## src/rtl/hbs_pkg.sv

```systemverilog
package hbs_pkg;

  typedef enum logic [2:0] {
    PH_IDLE    = 3'd0,
    PH_LO_DEAD = 3'd1,
    PH_LO_ON   = 3'd2,
    PH_HI_DEAD = 3'd3,
    PH_HI_ON   = 3'd4
  } hbs_phase_e;

  // Round a duration in ns up to whole clock cycles.
  function automatic int ns_to_cyc(input longint ns, input longint hz);
    longint prod;
    prod = ns * hz + 64'sd999_999_999;
    return int'(prod / 64'sd1_000_000_000);
  endfunction

endpackage

```

## src/rtl/hbs_period_latch.sv

```systemverilog
module hbs_period_latch #(
  parameter int PER_W  = 16,
  parameter int DT_CYC = 180
) (
  input  logic             clk,
  input  logic             rst_n,
  input  logic             ld,
  input  logic [PER_W-1:0] period_in,
  output logic [PER_W-1:0] on_len
);

  localparam logic [PER_W-1:0] DT_W = PER_W'(DT_CYC);

  logic [PER_W-1:0] half_raw;
  logic [PER_W-1:0] half_cl;
  logic [PER_W-1:0] on_d;
  logic [PER_W-1:0] on_q;

  // Clamp the half-cycle so that each pulse is at least one cycle long.
  always_comb begin
    half_raw = period_in >> 1;
    half_cl  = (half_raw > DT_W) ? half_raw : (DT_W + 1'b1);
    on_d     = half_cl - DT_W;
  end

  always_ff @(posedge clk or negedge rst_n) begin
    if (!rst_n) begin
      on_q <= PER_W'(1);
    end else if (ld) begin
      on_q <= on_d;
    end
  end

  assign on_len = on_q;

  // the latched on-time is never zero
  a_r10_on_nonzero: assert property (@(posedge clk) disable iff (!rst_n)
    on_q != '0);

endmodule

```

## src/rtl/hbs_phase_fsm.sv

```systemverilog
module hbs_phase_fsm
  import hbs_pkg::*;
#(
  parameter int PER_W  = 16,
  parameter int DT_CYC = 180
) (
  input  logic             clk,
  input  logic             rst_n,
  input  logic             run_en,
  input  logic [PER_W-1:0] on_len,
  output logic             cycle_ld,
  output logic             gate_lo,
  output logic             gate_hi,
  output logic             lo_rise
);

  localparam logic [PER_W-1:0] DT_LAST = PER_W'(DT_CYC - 1);

  hbs_phase_e       phase_q, phase_d;
  logic [PER_W-1:0] cnt_q, cnt_d;
  logic             lo_q, hi_q, rise_q;
  logic             dead_done, on_done;

  assign dead_done = (cnt_q == DT_LAST);
  assign on_done   = (cnt_q == on_len - 1'b1);

  // Next-state logic
  always_comb begin
    phase_d  = phase_q;
    cnt_d    = cnt_q + 1'b1;
    cycle_ld = 1'b0;
    if (!run_en) begin
      phase_d = PH_IDLE;
      cnt_d   = '0;
    end else begin
      unique case (phase_q)
        PH_IDLE: begin
          phase_d  = PH_LO_DEAD;
          cnt_d    = '0;
          cycle_ld = 1'b1;
        end
        PH_LO_DEAD: if (dead_done) begin
          phase_d = PH_LO_ON;
          cnt_d   = '0;
        end
        PH_LO_ON: if (on_done) begin
          phase_d = PH_HI_DEAD;
          cnt_d   = '0;
        end
        PH_HI_DEAD: if (dead_done) begin
          phase_d = PH_HI_ON;
          cnt_d   = '0;
        end
        PH_HI_ON: if (on_done) begin
          phase_d  = PH_LO_DEAD;
          cnt_d    = '0;
          cycle_ld = 1'b1;
        end
        default: begin
          phase_d = PH_IDLE;
          cnt_d   = '0;
        end
      endcase
    end
  end

  // State and output registers
  always_ff @(posedge clk or negedge rst_n) begin
    if (!rst_n) begin
      phase_q <= PH_IDLE;
      cnt_q   <= '0;
      lo_q    <= 1'b0;
      hi_q    <= 1'b0;
      rise_q  <= 1'b0;
    end else begin
      phase_q <= phase_d;
      cnt_q   <= cnt_d;
      lo_q    <= (phase_d == PH_LO_ON);
      hi_q    <= (phase_d == PH_HI_ON);
      rise_q  <= (phase_d == PH_LO_ON) && (phase_q != PH_LO_ON);
    end
  end

  assign gate_lo = lo_q;
  assign gate_hi = hi_q;
  assign lo_rise = rise_q;

  // outputs never overlap
  a_r5_no_overlap: assert property (@(posedge clk) disable iff (!rst_n)
    !(lo_q && hi_q));

  // a high-side pulse is always preceded by the high-side dead interval
  a_r2_hi_after_dead: assert property (@(posedge clk) disable iff (!rst_n)
    $rose(hi_q) |-> $past(phase_q) == PH_HI_DEAD);

  // a low enable turns both outputs off at the next edge
  a_r7_disable_off: assert property (@(posedge clk) disable iff (!rst_n)
    !run_en |=> (!lo_q && !hi_q));

  // the turn-on strobe lasts one cycle
  a_r8_strobe_single: assert property (@(posedge clk) disable iff (!rst_n)
    rise_q |=> !rise_q);

endmodule

```

## src/rtl/hbs_blank_timer.sv

```systemverilog
module hbs_blank_timer #(
  parameter int BLANK_CYC = 40
) (
  input  logic clk,
  input  logic rst_n,
  input  logic run_en,
  input  logic lo_rise,
  input  logic zc_raw,
  output logic blank_win,
  output logic zc_qual
);

  generate
    if (BLANK_CYC > 1) begin : g_cnt
      localparam int BW = $clog2(BLANK_CYC + 1);
      localparam logic [BW-1:0] LOAD = BW'(BLANK_CYC - 1);
      logic [BW-1:0] bcnt_q, bcnt_d;

      always_comb begin
        bcnt_d = bcnt_q;
        if (!run_en) begin
          bcnt_d = '0;
        end else if (lo_rise) begin
          bcnt_d = LOAD;
        end else if (bcnt_q != '0) begin
          bcnt_d = bcnt_q - 1'b1;
        end
      end

      always_ff @(posedge clk or negedge rst_n) begin
        if (!rst_n) begin
          bcnt_q <= '0;
        end else begin
          bcnt_q <= bcnt_d;
        end
      end

      assign blank_win = lo_rise || (bcnt_q != '0);
    end else if (BLANK_CYC == 1) begin : g_one
      assign blank_win = lo_rise;
    end else begin : g_none
      assign blank_win = 1'b0;
    end
  endgenerate

  assign zc_qual = zc_raw && !blank_win;

  // the window is open in the strobe cycle
  a_r9_blank_on_rise: assert property (@(posedge clk) disable iff (!rst_n)
    lo_rise |-> blank_win);

endmodule

```

## src/rtl/hbs_gate_seq.sv

```systemverilog
module hbs_gate_seq
  import hbs_pkg::*;
#(
  parameter int unsigned CLK_HZ     = 100_000_000,
  parameter bit          FAST_DT    = 1'b0,
  parameter int          PER_W      = 16,
  parameter int          SLOW_DT_NS = 1800,
  parameter int          FAST_DT_NS = 1000,
  parameter int          BLANK_NS   = 400
) (
  input  logic             clk,
  input  logic             rst_n,
  input  logic             run_en,
  input  logic [PER_W-1:0] period_in,
  input  logic             zc_raw,
  output logic             gate_hi,
  output logic             gate_lo,
  output logic             lo_rise,
  output logic             blank_win,
  output logic             zc_qual
);

  localparam int DT_NS     = FAST_DT ? FAST_DT_NS : SLOW_DT_NS;
  localparam int DT_CYC    = ns_to_cyc(longint'(DT_NS), longint'(CLK_HZ));
  localparam int BLANK_CYC = ns_to_cyc(longint'(BLANK_NS), longint'(CLK_HZ));

  logic             cycle_ld;
  logic [PER_W-1:0] on_len;

  hbs_period_latch #(.PER_W(PER_W), .DT_CYC(DT_CYC)) u_latch (
    .clk      (clk),
    .rst_n    (rst_n),
    .ld       (cycle_ld),
    .period_in(period_in),
    .on_len   (on_len)
  );

  hbs_phase_fsm #(.PER_W(PER_W), .DT_CYC(DT_CYC)) u_fsm (
    .clk     (clk),
    .rst_n   (rst_n),
    .run_en  (run_en),
    .on_len  (on_len),
    .cycle_ld(cycle_ld),
    .gate_lo (gate_lo),
    .gate_hi (gate_hi),
    .lo_rise (lo_rise)
  );

  hbs_blank_timer #(.BLANK_CYC(BLANK_CYC)) u_blank (
    .clk      (clk),
    .rst_n    (rst_n),
    .run_en   (run_en),
    .lo_rise  (lo_rise),
    .zc_raw   (zc_raw),
    .blank_win(blank_win),
    .zc_qual  (zc_qual)
  );

  // idle outputs while disabled
  a_r1_idle_quiet: assert property (@(posedge clk) disable iff (!rst_n)
    (!run_en && !$past(run_en)) |-> (!gate_lo && !gate_hi && !blank_win));

endmodule

```

## config.mk

```make
export PLATFORM = sky130hd
export DESIGN_NAME = hbs_gate_seq
export DESIGN_NICKNAME = d
export VERILOG_FILES = /design/src/rtl/hbs_pkg.sv /design/src/rtl/hbs_period_latch.sv /design/src/rtl/hbs_phase_fsm.sv /design/src/rtl/hbs_blank_timer.sv /design/src/rtl/hbs_gate_seq.sv
export SDC_FILE = /design/constraint.sdc
export NUM_CORES = 1
export LEC_CHECK = 0
export ABC_AREA = 0
export ABC_CLOCK_PERIOD_IN_PS = 4200
export BUFFER_PORTS_ARGS = -buffer_cell sky130_fd_sc_hd__buf_4
export CAP_MARGIN = 0
export CORE_ASPECT_RATIO = 2
export CORE_UTILIZATION = 60
export CTS_CLUSTER_DIAMETER = 120
export DETAILED_ROUTE_END_ITERATION = 12
export GPL_ROUTABILITY_DRIVEN = 0
export PLACE_DENSITY = 0.8
export SETUP_SLACK_MARGIN = 0.5
export SLEW_MARGIN = 20
export SYNTH_ARGS = -nofsm -noshare
export SYNTH_HDL_FRONTEND = slang
export SYNTH_HIERARCHICAL = 1
export SYNTH_SLANG_ARGS = --single-unit
```

## constraint.sdc

```tcl
create_clock -name clk -period 4.2 [get_ports clk]
set_input_delay 0.21 -clock clk [delete_from_list [all_inputs] [get_ports clk]]
set_output_delay 0.21 -clock clk [all_outputs]
set_load 0.03 [all_outputs]
```

Word level (Yosys, flattened, before mapping). Cells that the tools add are included.

Logic and storage cells: 47. Bits of input ports: 20. Output and inout port bits: 5. Register bits: 44.

Mux-type cells: 17. Magnitude comparators: 1. $add $sub $neg: 4. Equality and inequality tests: 10. Reductions and logical operators: 8.

Operators by type and width (number): $mux W16 (3); $pmux W16 S2 (1); $mux W6 (3); $add A16 B1 Y16 const B (1); $eq A16 B16 Y1 (1); $eq A16 B8 Y1 const B (1); $sub A16 B1 Y16 const B (1); $sub A16 B8 Y16 const B (1); $gt A15 B8 Y1 const B (1); $mux W15 (1); $mux W3 (5); $pmux W3 S5 (1); $eq A3 B2 Y1 const B (3); $eq A3 B3 Y1 const B (2); $reduce_bool A6 Y1 (1); $sub A6 B1 Y6 const B (1); $reduce_or A2 Y1 (2); $eq A3 B1 Y1 const B (1); $logic_not A3 Y1 (1); $ne A3 B1 Y1 const B (1); $ne A3 B2 Y1 const B (1); $logic_and A1 B1 Y1 (2); $mux W1 (2); $pmux W1 S2 (1); other kinds (2) (2).

Logic depth before layout (Yosys ltp). Gate-level depths: netlist (run 1).

Depth in word-level cells: 7. Gate-level depth with buffers: 13. Mapped depth without buffers: 12.

Cells and area by module. Netlist (run 1), hierarchy kept.

Modules (own cells, without submodules): hbs_phase_fsm (times used 1, cells an instance 206, sequential area each 550.5 um2, area each 1815.5 um2); hbs_period_latch (times used 1, cells an instance 104, sequential area each 401.6 um2, area each 979.7 um2); hbs_blank_timer (times used 1, cells an instance 38, sequential area each 150.1 um2, area each 349.1 um2).

Worst setup path before layout (run 1). Ideal clock, no wire load.

Kind: register -> register. Start: reg u_latch.on_q[1], in the netlist u_latch/on_len[1]. End: reg u_latch.on_q[0], in the netlist u_latch/on_len[0]. Required time: 4.118 ns. Clock period less this slack: 3.426 ns. Library setup time: 0.082 ns. Stages on the path, launching flop included: 13. Path slack: 0.774 ns. Buffers on the path: 2. Arrival: 3.345 ns. Path through: dfrtp_1 > inv_1 > ha_1 > or4b_1 > clkbuf_1 > o41ai_1 > o21ai_0 > a2111oi_0 > or3b_1 > a21oi_1 > inv_1 > clkbuf_1 > o31a_1.

Longest elaborated chain between the ends: 5.

RTL lines: start: declaration (RTL line hbs_period_latch.sv:17) `logic [PER_W-1:0] on_q;`; start signal: assignment (RTL line hbs_period_latch.sv:30) `on_q <= on_d;`; $sub A16 B1 Y16 (RTL line hbs_phase_fsm.sv:25) `assign on_done = (cnt_q == on_len - 1'b1);`; $eq A16 B16 Y1 (RTL line hbs_phase_fsm.sv:25); $mux W1 (RTL line hbs_phase_fsm.sv:54) `PH_HI_ON: if (on_done) begin`; $pmux W1 S2 (RTL line hbs_phase_fsm.sv:36) `unique case (phase_q)`; $mux W1 (RTL line hbs_phase_fsm.sv:32) `if (!run_en) begin`; net cycle_ld (RTL line hbs_gate_seq.sv:27) `logic cycle_ld;`.

The timed path passes the listed nets, and every way through them passes these cells. A chain may end at the register's enable or synchronous reset.

Worst setup path after layout (run 1).
Start: reg u_latch.on_q[1], in the netlist u_latch/on_len[1]. End: reg u_latch.on_q[13], in the netlist u_latch/on_len[13].

Same word-level chain as after synthesis.

==> results.txt, run 1 <==
----------------------------------------------------
[Outcome]
  Result of the run ... finished clean

[Final layout]
  Share of the core filled with cells in the final layout ... 67.9%
  Highest-count cells in the layout ignoring fill and taps ... 43 x dfrtp_1, 27 x nor3_1, 25 x buf_4, 25 x nor2_1, 22 x xnor2_1
  Final std cell area, no fill ... 3460 µm²
  Inserted Diodes ... 0
  Leading cell type in the layout, fill and taps excluded ... dfrtp_1
  Final Net Count ... 393
  Layout cells sized above 1 ... 16.5%
  Synth-to-layout area growth ... 9.95%

[Critical path]
  Slowest cell on the critical path ... or4b_4
  Worst Path Class, Setup ... flop to flop
  Critical path endpoint category ... flop
  Crit path required time ... 4.45 ns
  Sequence of cells on the critical path ... inv_1 > ha_1 > or4b_4 > o41ai_1 > o21ai_1 > a2111oi_2 > or3b_1 > a21oi_4 > buf_6 > nand2_1 > or3_1 > nand3_1
  Highest cell delay on the worst timing path ... 0.55 ns
  Max FO, Critical Path ... 12
  Crit path launch type ... flop
  Worst path arrival time ... 3.77 ns

[CTS]
  Maximum buffer depth of the clock tree ... 2
  Total CTS buffers ... 5
  Post-CTS Repair Setup Buffers ... 0
  Clock transition at the registers of the reported paths ... 0.08 ns
  Total number of H-tree levels ... 2
  Clock latency at the later pin of the worst-skew pair ... 0.31 ns
  CTS tree ... yes
  CTS Sinks ... 44
  Cell chosen for the clock root ... clkbuf_8

[Route]
  Via density ... 6.47
  Violation count after the first detailed-routing iteration ... 85
  DRC violations left ... 0
  WL/cell ... 17.9 µm
  Remaining antenna violation count ... 0
  Final Routed Wirelength ... 7.64 mm
  Number of optimization iterations in the first detailed-route pass ... 4
  Via total after detailed routing ... 2761

[Place]
  Instance area at placement ... 3300 µm²
  Half-perimeter wire length after detailed placement ... 5.70 mm
  Port Buffer Count ... 23

[Global routing]
  GR Util All Layers ... 31.3%
  Vias in the first global route ... 2831
  First-pass GRT wire length ... 12.8 mm
  GRT overflow ... 0
  Initial antenna violation count ... 0
  Pin count of the biggest net entering global routing ... 45

[Yosys]
  Total nets after synthesis ... 373
  Synthesis warning total ... 6
  Count of cell types in the netlist ... 67
  Count of flip-flops with a built-in enable after synthesis ... 0
  Predominant post-synthesis flop cell ... dfrtp_1
  Async S/R FF share, synth ... 100%
  Cell count after synthesis ... 348
  Netlist area before placement ... 3140 µm²
  Total of flip-flops plus latches after synthesis ... 44
  Post-synthesis area per instance ... 9.04 µm²
  Part of the Yosys area used for sequential elements ... 35.1%

[Power]
  Standby leakage power ... 1.38 nW
  Maximum vdd drop ... 0.315 mV
  Power Total ... 1.24 mW
  Pwr Density ... 357 nW/µm²

[Floorplanning]
  Row Count ... 37
  Die Y-Extent ... 104 µm
  Ports ... 25
  Initial Util ... 61.7%
  Core box area ... 5090 µm²
  Die outline area ... 5550 µm²
  Overall die width ... 53.2 µm

[STA]
  Number of setup violations in the final report ... 0
  Portion of the clock cycle consumed by the worst path in the final layout ... 83.8%
  RSZ-0062 raised after global routing ... no
  Maximum clock skew at final layout ... 0.00330 ns
  Final min period ... 3.52 ns
  Setup TNS Final ... 0 ns
  Worst max-slew margin expressed relative to the limit ... 54.7%
  Max Transition Viols Final ... 0
  Maximum frequency from static timing analysis ... 0.284 GHz
  Final Hold Vio Count ... 0
  Actual transition at the worst max-transition pin ... 0.675 ns
  Fin Hold WS ... 0.127 ns

[Job]
  Number of max-capacitance violations reported ... 0

[Min path]
  Worst hold-check path type ... input pin to flop

----------------------------------------------------
==> registers in the layout, indices dropped and copies added, names as in the netlist <==
name and count:
u_blank/g_cnt.bcnt_q 6, u_fsm/cnt_q 16, u_fsm/lo_rise 1, u_fsm/gate_lo 1, u_fsm/gate_hi 1, u_latch/on_len 16
u_fsm/phase_q 3
==> cells by family (layout without fill, tap and decap cells) <==
| family | count (synthesis) | after routing | synth area share [%] |
|---|---|---|---|
| mux | 1 | 1 | 0.318 |
| simple gates | 155 | 155 | 29.0 |
| compound gates | 74 | 74 | 16.8 |
| fa+ha+maj | 5 | 5 | 1.99 |
| flops | 44 | 44 | 35.1 |
| xor+xnor | 40 | 40 | 11.6 |
| buf+inv | 29 | 50 | 5.29 |
==> cell usage after synthesis (3+ instances only) <==
cell type	instances	area share, %
a31oi_1	8	1.6
buf_2	3	0.48
dfrtp_1	43	34
inv_1	14	1.7
nand2b_1	7	1.4
nor3b_1	4	0.96
nand2_1	14	1.7
clkbuf_1	4	0.48
o22ai_1	5	0.99
o31ai_1	4	0.96
nand3_1	19	3.0
or2_2	5	0.99
xor2_1	17	4.7
or4_1	10	2.4
ha_1	5	2.0
buf_6	7	2.5
nor4_1	6	1.2
o41ai_1	5	1.4
xnor2_1	22	6.1
nor3_1	28	4.5
nand4_1	4	0.80
a21oi_1	7	1.1
o211ai_1	6	1.4
o21ai_0	15	2.4
and3_1	3	0.60
or3_1	8	1.6
nor2_1	25	3.0
==> report_power, final <==
part	switching, mW	internal [mW]	total, mW
registers	0.0559	0.467	0.523
clock network	0.152	0.177	0.329
logic	0.217	0.167	0.384
total	0.425	0.810	1.24
==> worst paths after layout <==
| kind | startpoint | endpoint | slack (ns) | cells past startpoint |
|---|---|---|---|---|
| worst max-delay path | u_latch/on_len[1] | u_latch/on_len[13] | 0.68 | 12 |
| min in group asynchronous | rst_n | u_blank/g_cnt.bcnt_q[3] | 0.43 | 2 |
| worst max register to register | u_latch/on_len[1] | u_latch/on_len[13] | 0.68 | 12 |
| max in group asynchronous | rst_n | u_latch/on_len[12] | 3.38 | 2 |
| worst min-delay path | period_in[3] | u_latch/on_len[2] | 0.13 | 2 |
| worst min register to register | u_latch/on_len[1] | u_latch/on_len[1] | 0.56 | 1 |
==> routing by layer <==
metal  vias to the layer above  global-route usage, %  routed length (µm)
met1                      1310                   29.7                2640
met3                        28                   4.68                 203
li1                       1342                      -                   -
met5                         -                      0                   0
met2                        81                   58.5                4450
met4                         0                   17.5                 344
==> area by class of cell <==
| type | count | area, µm² |
|---|---|---|
| repair buffers | 28 | 214 |
| inverters | 14 | 52.6 |
| multi-input cells | 275 | 1910 |
| clock buffers | 6 | 72.6 |
| well taps | 58 | 72.6 |
| flip-flops and latches | 44 | 1100 |
| clock inverters | 2 | 35.0 |
| fillers | 436 | 1640 |
==> metrics by stage <==
stage / worst slack, ns / std cells
3_3_place_gp: 0.474 / 417
5_1_grt: 0.528 / 427
2_1_floorplan: 0.774 / 348
6_report: 0.681 / 427
3_5_place_dp: 0.411 / 417
4_1_cts: 0.487 / 426
==> repair_timing <==
action | 4_1_cts | 5_1_grt
setup endpoints to repair | 5 | 5
cloned | 0 | 1
gates resized for setup | 2 | 8
hold endpoints to repair | 43 | 0
hold buffers | 1 | 0
==> critical path, delay by kind of cell (launching register included) <==
| family | cells | cell delay, ns |
|---|---|---|
| buffers and inverters | 2 | 0.25 |
| AND/OR/NAND/NOR | 5 | 1.48 |
| flip-flops | 1 | 0.42 |
| adder cells (fa/ha/maj) | 1 | 0.23 |
| AO/OA/AOI/OAI | 4 | 1.06 |
Power figures use the tool's default switching activity.
==> run 2, diff against run 1 <==
ABC_CLOCK_PERIOD_IN_PS = 3630   (was 4200)
clock period = 3.63 ns   (was 4.2 ns; I/O delays follow)
==> results.txt, run 2 (synthesized netlist as in run 1, its figures left out) <==
----------------------------------------------------
[Outcome]
  Result of the run ... finished clean (unchanged)

[CTS]
  CTS tree ... yes (unchanged)
  Clock latency at the later pin of the worst-skew pair ... 0.31 ns (about the same)
  Total number of H-tree levels ... 2 (unchanged)
  Total CTS buffers ... 5 (unchanged)
  Clock transition at the registers of the reported paths ... 0.08 ns (about the same)
  Maximum buffer depth of the clock tree ... 2 (unchanged)
  CTS Sinks ... 44 (unchanged)
  Cell chosen for the clock root ... clkbuf_8 (unchanged)

[Critical path]
  Highest cell delay on the worst timing path ... 0.65 ns (was 0.55 ns)
  Crit path launch type ... flop (unchanged)
  Worst path arrival time ... 3.47 ns (was 3.77 ns)
  Max FO, Critical Path ... 8 (was 12)
  Sequence of cells on the critical path ... nor3_1 > a21oi_1 > nand3b_1 > or3_4 > or3b_4 > a21oi_4 > buf_6 > nand2_2 > or3_1 > nand3_1 (was inv_1 > ha_1 > or4b_4 > o41ai_1 > o21ai_1 > a2111oi_2 > or3b_1 > a21oi_4 > buf_6 > nand2_1 > or3_1 > nand3_1)
  Slowest cell on the critical path ... nor3_1 (was or4b_4)
  Critical path endpoint category ... flop (unchanged)
  Worst Path Class, Setup ... flop to flop (unchanged)
  Worst setup slack for register-to-register paths ... 0.41 ns (was 0.68 ns)
  Crit path required time ... 3.88 ns (was 4.45 ns)

[Global routing]
  Pin count of the biggest net entering global routing ... 45 (unchanged)
  Initial antenna violation count ... 0 (unchanged)
  First-pass GRT wire length ... 13.0 mm (was 12.8 mm)
  GRT overflow ... 0 (unchanged)
  GR Util All Layers ... 32.0% (was 31.3%)
  Vias in the first global route ... 2859 (was 2831)

[STA]
  RSZ-0062 raised after global routing ... yes (was no)
  Maximum clock skew at final layout ... 0.00792 ns (was 0.00330 ns)
  Max Transition Viols Final ... 0 (unchanged)
  Final min period ... 3.22 ns (was 3.52 ns)
  Number of setup violations in the final report ... 0 (unchanged)
  Actual transition at the worst max-transition pin ... 0.735 ns (was 0.675 ns)
  Maximum frequency from static timing analysis ... 0.310 GHz (was 0.284 GHz)
  Setup TNS Final ... 0 ns (unchanged)
  Portion of the clock cycle consumed by the worst path in the final layout ... 88.8% (was 83.8%)
  Final Hold Vio Count ... 0 (unchanged)
  Worst max-slew margin expressed relative to the limit ... 50.6% (was 54.7%)

[Final layout]
  Inserted Diodes ... 0 (unchanged)
  Sequential Area ... 1100 µm² (about the same)
  Area of the multi-input gates ... 2080 µm² (was 1910 µm²)
  Final Net Count ... 410 (was 393)
  Final std cell area, no fill ... 3740 µm² (was 3460 µm²)
  Synth-to-layout area growth ... 18.9% (was 9.95%)
  Filler Cell Count ... 385 (was 436)
  Highest-count cells in the layout ignoring fill and taps ... 41 x buf_4, 41 x dfrtp_1, 27 x nor3_1, 25 x nor2_1, 21 x xnor2_1 (was 43 x dfrtp_1, 27 x nor3_1, 25 x buf_4, 25 x nor2_1, 22 x xnor2_1)
  Layout cells sized above 1 ... 25.7% (was 16.5%)

[Floorplanning]
  Ports ... 25 (unchanged)
  Row Count ... 37 (unchanged)
  Core box area ... 5090 µm² (unchanged)
  Die outline area ... 5550 µm² (unchanged)
  Die Y-Extent ... 104 µm (unchanged)
  Overall die width ... 53.2 µm (unchanged)
  Initial Util ... 61.7% (unchanged)

[Route]
  Via density ... 6.54 (was 6.47)
  Number of optimization iterations in the first detailed-route pass ... 4 (unchanged)
  Via total after detailed routing ... 2899 (was 2761)
  Final Routed Wirelength ... 8.26 mm (was 7.64 mm)
  Remaining antenna violation count ... 0 (unchanged)
  WL/cell ... 18.6 µm (was 17.9 µm)
  DRC violations left ... 0 (unchanged)
  Violation count after the first detailed-routing iteration ... 78 (was 85)
  WL met3 ... 180 µm (was 203 µm)
  Detail Route met2 WL ... 4.89 mm (was 4.45 mm)
  Sum of routed wire segments on met1 ... 2.79 mm (was 2.64 mm)
  Highest metal used ... met4 (unchanged)

[Place]
  Instance area at placement ... 3380 µm² (was 3300 µm²)
  Half-perimeter wire length after detailed placement ... 5.88 mm (was 5.70 mm)
  Port Buffer Count ... 23 (unchanged)

[Job]
  Number of max-capacitance violations reported ... 0 (unchanged)

[Power]
  Pwr Density ... 383 nW/µm² (was 357 nW/µm²)
  Standby leakage power ... 1.51 nW (was 1.38 nW)
  Maximum vdd drop ... 0.320 mV (was 0.315 mV)

[Min path]
  Worst hold-check path type ... input pin to flop (unchanged)

----------------------------------------------------
==> run 2: stage by stage <==
step	util, %	power, mW	worst slack [ns]	instances	hold WS [ns]
6_report	73.4	1.43	0.407	443	0.0912
5_1_grt	73.4	1.51	0.322	443	0.107
4_1_cts	71.1	1.40	0.463	440	0.0868
3_5_place_dp	66.4	1.05	0.130	425	0.216
3_3_place_gp	66.4	1.04	0.174	425	0.205
2_1_floorplan	-	0.924	0.514	348	-0.114
==> run 2: repair_timing <==
action,CTS,global route
endpoints found under the setup margin,16,14
gates resized for setup,21,17
hold endpoints to repair,43,0
hold buffers,1,0
pin swaps,3,11
buffers inserted,7,3
==> run 2: worst paths after layout <==
check / cells after the start / endpoint / from
max: 10 / u_latch/on_len[13] / u_latch/on_len[2]
min: 2 / u_latch/on_len[2] / period_in[3]
max reg2reg: 10 / u_latch/on_len[13] / u_latch/on_len[2]
min reg2reg: 1 / u_latch/on_len[15] / u_latch/on_len[15]
max in group asynchronous: 2 / u_latch/on_len[6] / rst_n
min in group asynchronous: 2 / u_fsm/cnt_q[1] / rst_n
==> run 2: where the power goes <==
| part | internal (mW) | switching, mW | leakage, nW |
|---|---|---|---|
| Sequential | 0.541 | 0.0649 | 0.571 |
| Combinational | 0.236 | 0.288 | 0.896 |
| Clock | 0.131 | 0.170 | 0.0410 |
| Total | 0.908 | 0.523 | 1.51 |
==> run 2: cell type report <==
| class | instances | area share [%] |
|---|---|---|
| clock buffers | 6 | 1.94 |
| clock inverters | 1 | 0.134 |
| well taps | 58 | 1.94 |
| inverters | 14 | 1.41 |
| repair buffers | 45 | 9.40 |
| flip-flops and latches | 44 | 29.6 |
| multi-input cells | 275 | 55.6 |
==> run 2: worst max-delay path, delay by kind of cell (launching register included) <==
family          cells  cell delay [ns]
flops               1             0.49
compound gates      2             0.32
simple gates        7             2.17
buf+inv             1             0.16
==> run 2: routing by layer <==
| metal | global-route usage, % | vias to the layer above |
|---|---|---|
| li1 | - | 1365 |
| met1 | 29.3 | 1424 |
| met2 | 60.1 | 79 |
| met3 | 4.68 | 31 |
| met4 | 19.5 | 0 |
| met5 | 0 | - |
==> run 3, diff against run 2 <==
ABC_CLOCK_PERIOD_IN_PS = 3000   (was 3630)
clock period = 3 ns   (was 3.63 ns; I/O delays follow)
==> results.txt, run 3 (synthesized netlist as in run 1, its figures left out) <==
----------------------------------------------------
[Outcome]
  Result of the run ... finished, violations left (was finished clean)
  Failing checks ... setup timing

[Power]
  Standby leakage power ... 1.73 nW (was 1.51 nW)
  Clock share of power ... 23.9% (was 21.0%)
  Switching power of the nets ... 682 µW (was 523 µW)
  Maximum vdd drop ... 0.531 mV (was 0.320 mV)
  Share of total power in combinational logic ... 39.5% (was 36.6%)
  Internal Pwr Total ... 1.25 mW (was 908 µW)
  Pwr Density ... 464 nW/µm² (was 383 nW/µm²)
  Switching Fraction ... 35.3% (was 36.5%)
  Reg power frac ... 36.6% (was 42.3%)

[Place]
  Instance area at placement ... 3700 µm² (was 3380 µm²)
  Number of placed instances with taps included ... 459 (was 425)
  Half-perimeter wire length after detailed placement ... 6.61 mm (was 5.88 mm)
  Port Buffer Count ... 23 (unchanged)

[Critical path]
  Max FO, Critical Path ... 6 (was 8)
  Critical path endpoint category ... flop (unchanged)
  Worst path arrival time ... 3.44 ns (was 3.47 ns)
  Capturing point of the worst reg2reg path ... u_latch/on_len[6] (was u_latch/on_len[13])
  Crit path launch type ... flop (unchanged)
  Crit path required time ... 3.20 ns (was 3.88 ns)
  Origin of the critical flop-to-flop path ... u_latch/on_len[5] (was u_latch/on_len[2])
  Worst setup slack for register-to-register paths ... -0.24 ns (was 0.41 ns)
  Worst Path Class, Setup ... flop to flop (unchanged)
  Cells on worst reg2reg path ... 11 (was 10)

[Final layout]
  Sequential Area ... 1100 µm² (about the same)
  Area of the multi-input gates ... 2150 µm² (was 2080 µm²)
  Final Net Count ... 447 (was 410)
  Inserted Diodes ... 0 (unchanged)
  Filler Cell Count ... 311 (was 385)
  Leading cell type in the layout, fill and taps excluded ... buf_4
  Final non-filler cell total ... 481 (was 443)
  Highest-count cells in the layout ignoring fill and taps ... 68 x buf_4, 42 x dfrtp_1, 25 x nor2_1, 21 x xnor2_1, 19 x nand3_1 (was 41 x buf_4, 41 x dfrtp_1, 27 x nor3_1, 25 x nor2_1, 21 x xnor2_1)
  Layout cells sized above 1 ... 35.7% (was 25.7%)
  Synth-to-layout area growth ... 32.2% (was 18.9%)
  Final std cell area, no fill ... 4160 µm² (was 3740 µm²)

[STA]
  Final min period ... 3.24 ns (was 3.22 ns)
  Maximum clock skew at final layout ... 0.00540 ns (was 0.00792 ns)
  Least setup slack across all paths after layout ... -0.240 ns (was 0.407 ns)
  Maximum frequency from static timing analysis ... 0.309 GHz (was 0.310 GHz)
  Worst max-slew margin expressed relative to the limit ... 56.4% (was 50.6%)
  Max Transition Viols Final ... 0 (unchanged)
  Number of setup violations in the final report ... 31 (was 0)
  Final Hold Vio Count ... 0 (unchanged)
  Actual transition at the worst max-transition pin ... 0.649 ns (was 0.735 ns)
  Portion of the clock cycle consumed by the worst path in the final layout ... 108% (was 88.8%)
  RSZ-0062 raised after global routing ... yes (unchanged)

[Route]
  Violation count after the first detailed-routing iteration ... 151 (was 78)
  Via density ... 6.77 (was 6.54)
  Remaining antenna violation count ... 0 (unchanged)
  WL/cell ... 20.4 µm (was 18.6 µm)
  Number of optimization iterations in the first detailed-route pass ... 6 (was 4)
  Via total after detailed routing ... 3254 (was 2899)
  Final Routed Wirelength ... 9.81 mm (was 8.26 mm)
  DRC violations left ... 0 (unchanged)

[Floorplanning]
  Die Y-Extent ... 104 µm (unchanged)
  Overall die width ... 53.2 µm (unchanged)
  Die outline area ... 5550 µm² (unchanged)
  Row Count ... 37 (unchanged)
  Ports ... 25 (unchanged)
  Initial Util ... 61.7% (unchanged)
  Core box area ... 5090 µm² (unchanged)

[Global routing]
  GRT overflow ... 0 (unchanged)
  First-pass GRT wire length ... 15.2 mm (was 13.0 mm)
  Pin count of the biggest net entering global routing ... 45 (unchanged)
  Initial antenna violation count ... 0 (unchanged)
  Vias in the first global route ... 3318 (was 2859)
  GR Util All Layers ... 37.7% (was 32.0%)

[CTS]
  Maximum buffer depth of the clock tree ... 2 (unchanged)
  CTS tree ... yes (unchanged)
  Cell chosen for the clock root ... clkbuf_8 (unchanged)
  CTS Sinks ... 44 (unchanged)
  Clock transition at the registers of the reported paths ... 0.08 ns (about the same)
  Total number of H-tree levels ... 2 (unchanged)
  Clock latency at the later pin of the worst-skew pair ... 0.31 ns (about the same)
  Total CTS buffers ... 5 (unchanged)

[Min path]
  Capture endpoint of the worst hold path ... u_latch/on_len[2] (unchanged)
  Worst hold-check path type ... input pin to flop (unchanged)
  Startpoint of the worst hold path ... period_in[3] (unchanged)
  Hold Path Depth ... 2 (unchanged)

[Job]
  Number of max-capacitance violations reported ... 0 (unchanged)

----------------------------------------------------
[run 3: area by class of cell]
class | count | share of cell area (%)
Tap cell | 58 | 1.75
Clock inverter | 2 | 0.843
Clock buffer | 6 | 1.75
Multi-Input combinational cell | 275 | 51.8
Sequential cell | 44 | 26.5
Inverter | 14 | 1.26
Timing Repair Buffer | 82 | 16.0
[run 3: per-layer routing]
layer  global-route usage [%]  vias up  share of wire [%]
met5                        0        -                  0
met4                     31.0        0                9.5
met3                     10.5       74                4.5
met2                     65.5      156                 55
met1                     32.9     1579                 31
li1                         -     1445                  -
[run 3: what timing repair did]
action                                  in CTS  in global routing
resized for setup                           37                 15
gates cloned                                 0                  2
buffers inserted                             6                  5
pin swaps                                    2                 11
hold buffers                                 1                  0
endpoints found under the setup margin      36                 36
endpoints found under the hold margin       43                  0
[run 3: how the worst max path moves through the flow]
stage                      startpoint                 end  slack (ns)
floorplan           u_latch/on_len[5]   u_latch/on_len[0]      -0.007
global placement    u_latch/on_len[1]   u_latch/on_len[4]       -0.11
detailed placement  u_latch/on_len[1]   u_latch/on_len[4]       -0.30
CTS                 u_latch/on_len[5]   u_latch/on_len[6]       -0.08
global route        u_latch/on_len[5]  u_latch/on_len[13]       -0.32
finish              u_latch/on_len[5]   u_latch/on_len[6]       -0.24
[run 3: critical path, cell delays in order (launching register included)]
cell and delay (ns):
dfrtp_2 0.42, or4_4 0.55, buf_6 0.16, nor4_4 0.33
xnor2_2 0.14, a2111oi_2 0.33, or3b_4 0.45, a21oi_4 0.21
buf_6 0.14, buf_6 0.11, mux2i_1 0.18, a22oi_1 0.10
[run 3: metrics by stage]
stage / util (%) / hold WS [ns] / setup slack, ns / TNS [ns] / power, mW
after global routing: 81.6 / 0.0615 / -0.324 / -4.59 / 2.02
after detailed placement: 72.6 / 0.183 / -0.295 / -2.72 / 1.38
final: 81.6 / 0.0544 / -0.240 / -3.16 / 1.93
after global placement: 72.6 / 0.168 / -0.114 / -0.684 / 1.36
after CTS: 79.4 / 0.0517 / -0.0846 / -0.460 / 1.89
after floorplan: - / -0.146 / -0.00676 / -0.00676 / 1.14
[run 3: power groups by stage]
stage / Sequential, mW / Clock, mW / Combinational, mW
after floorplan: 0.726 / 0 / 0.418
after global placement: 0.710 / 0 / 0.646
after detailed placement: 0.714 / 0 / 0.668
after CTS: 0.703 / 0.469 / 0.722
after global routing: 0.717 / 0.488 / 0.817
final: 0.707 / 0.460 / 0.763
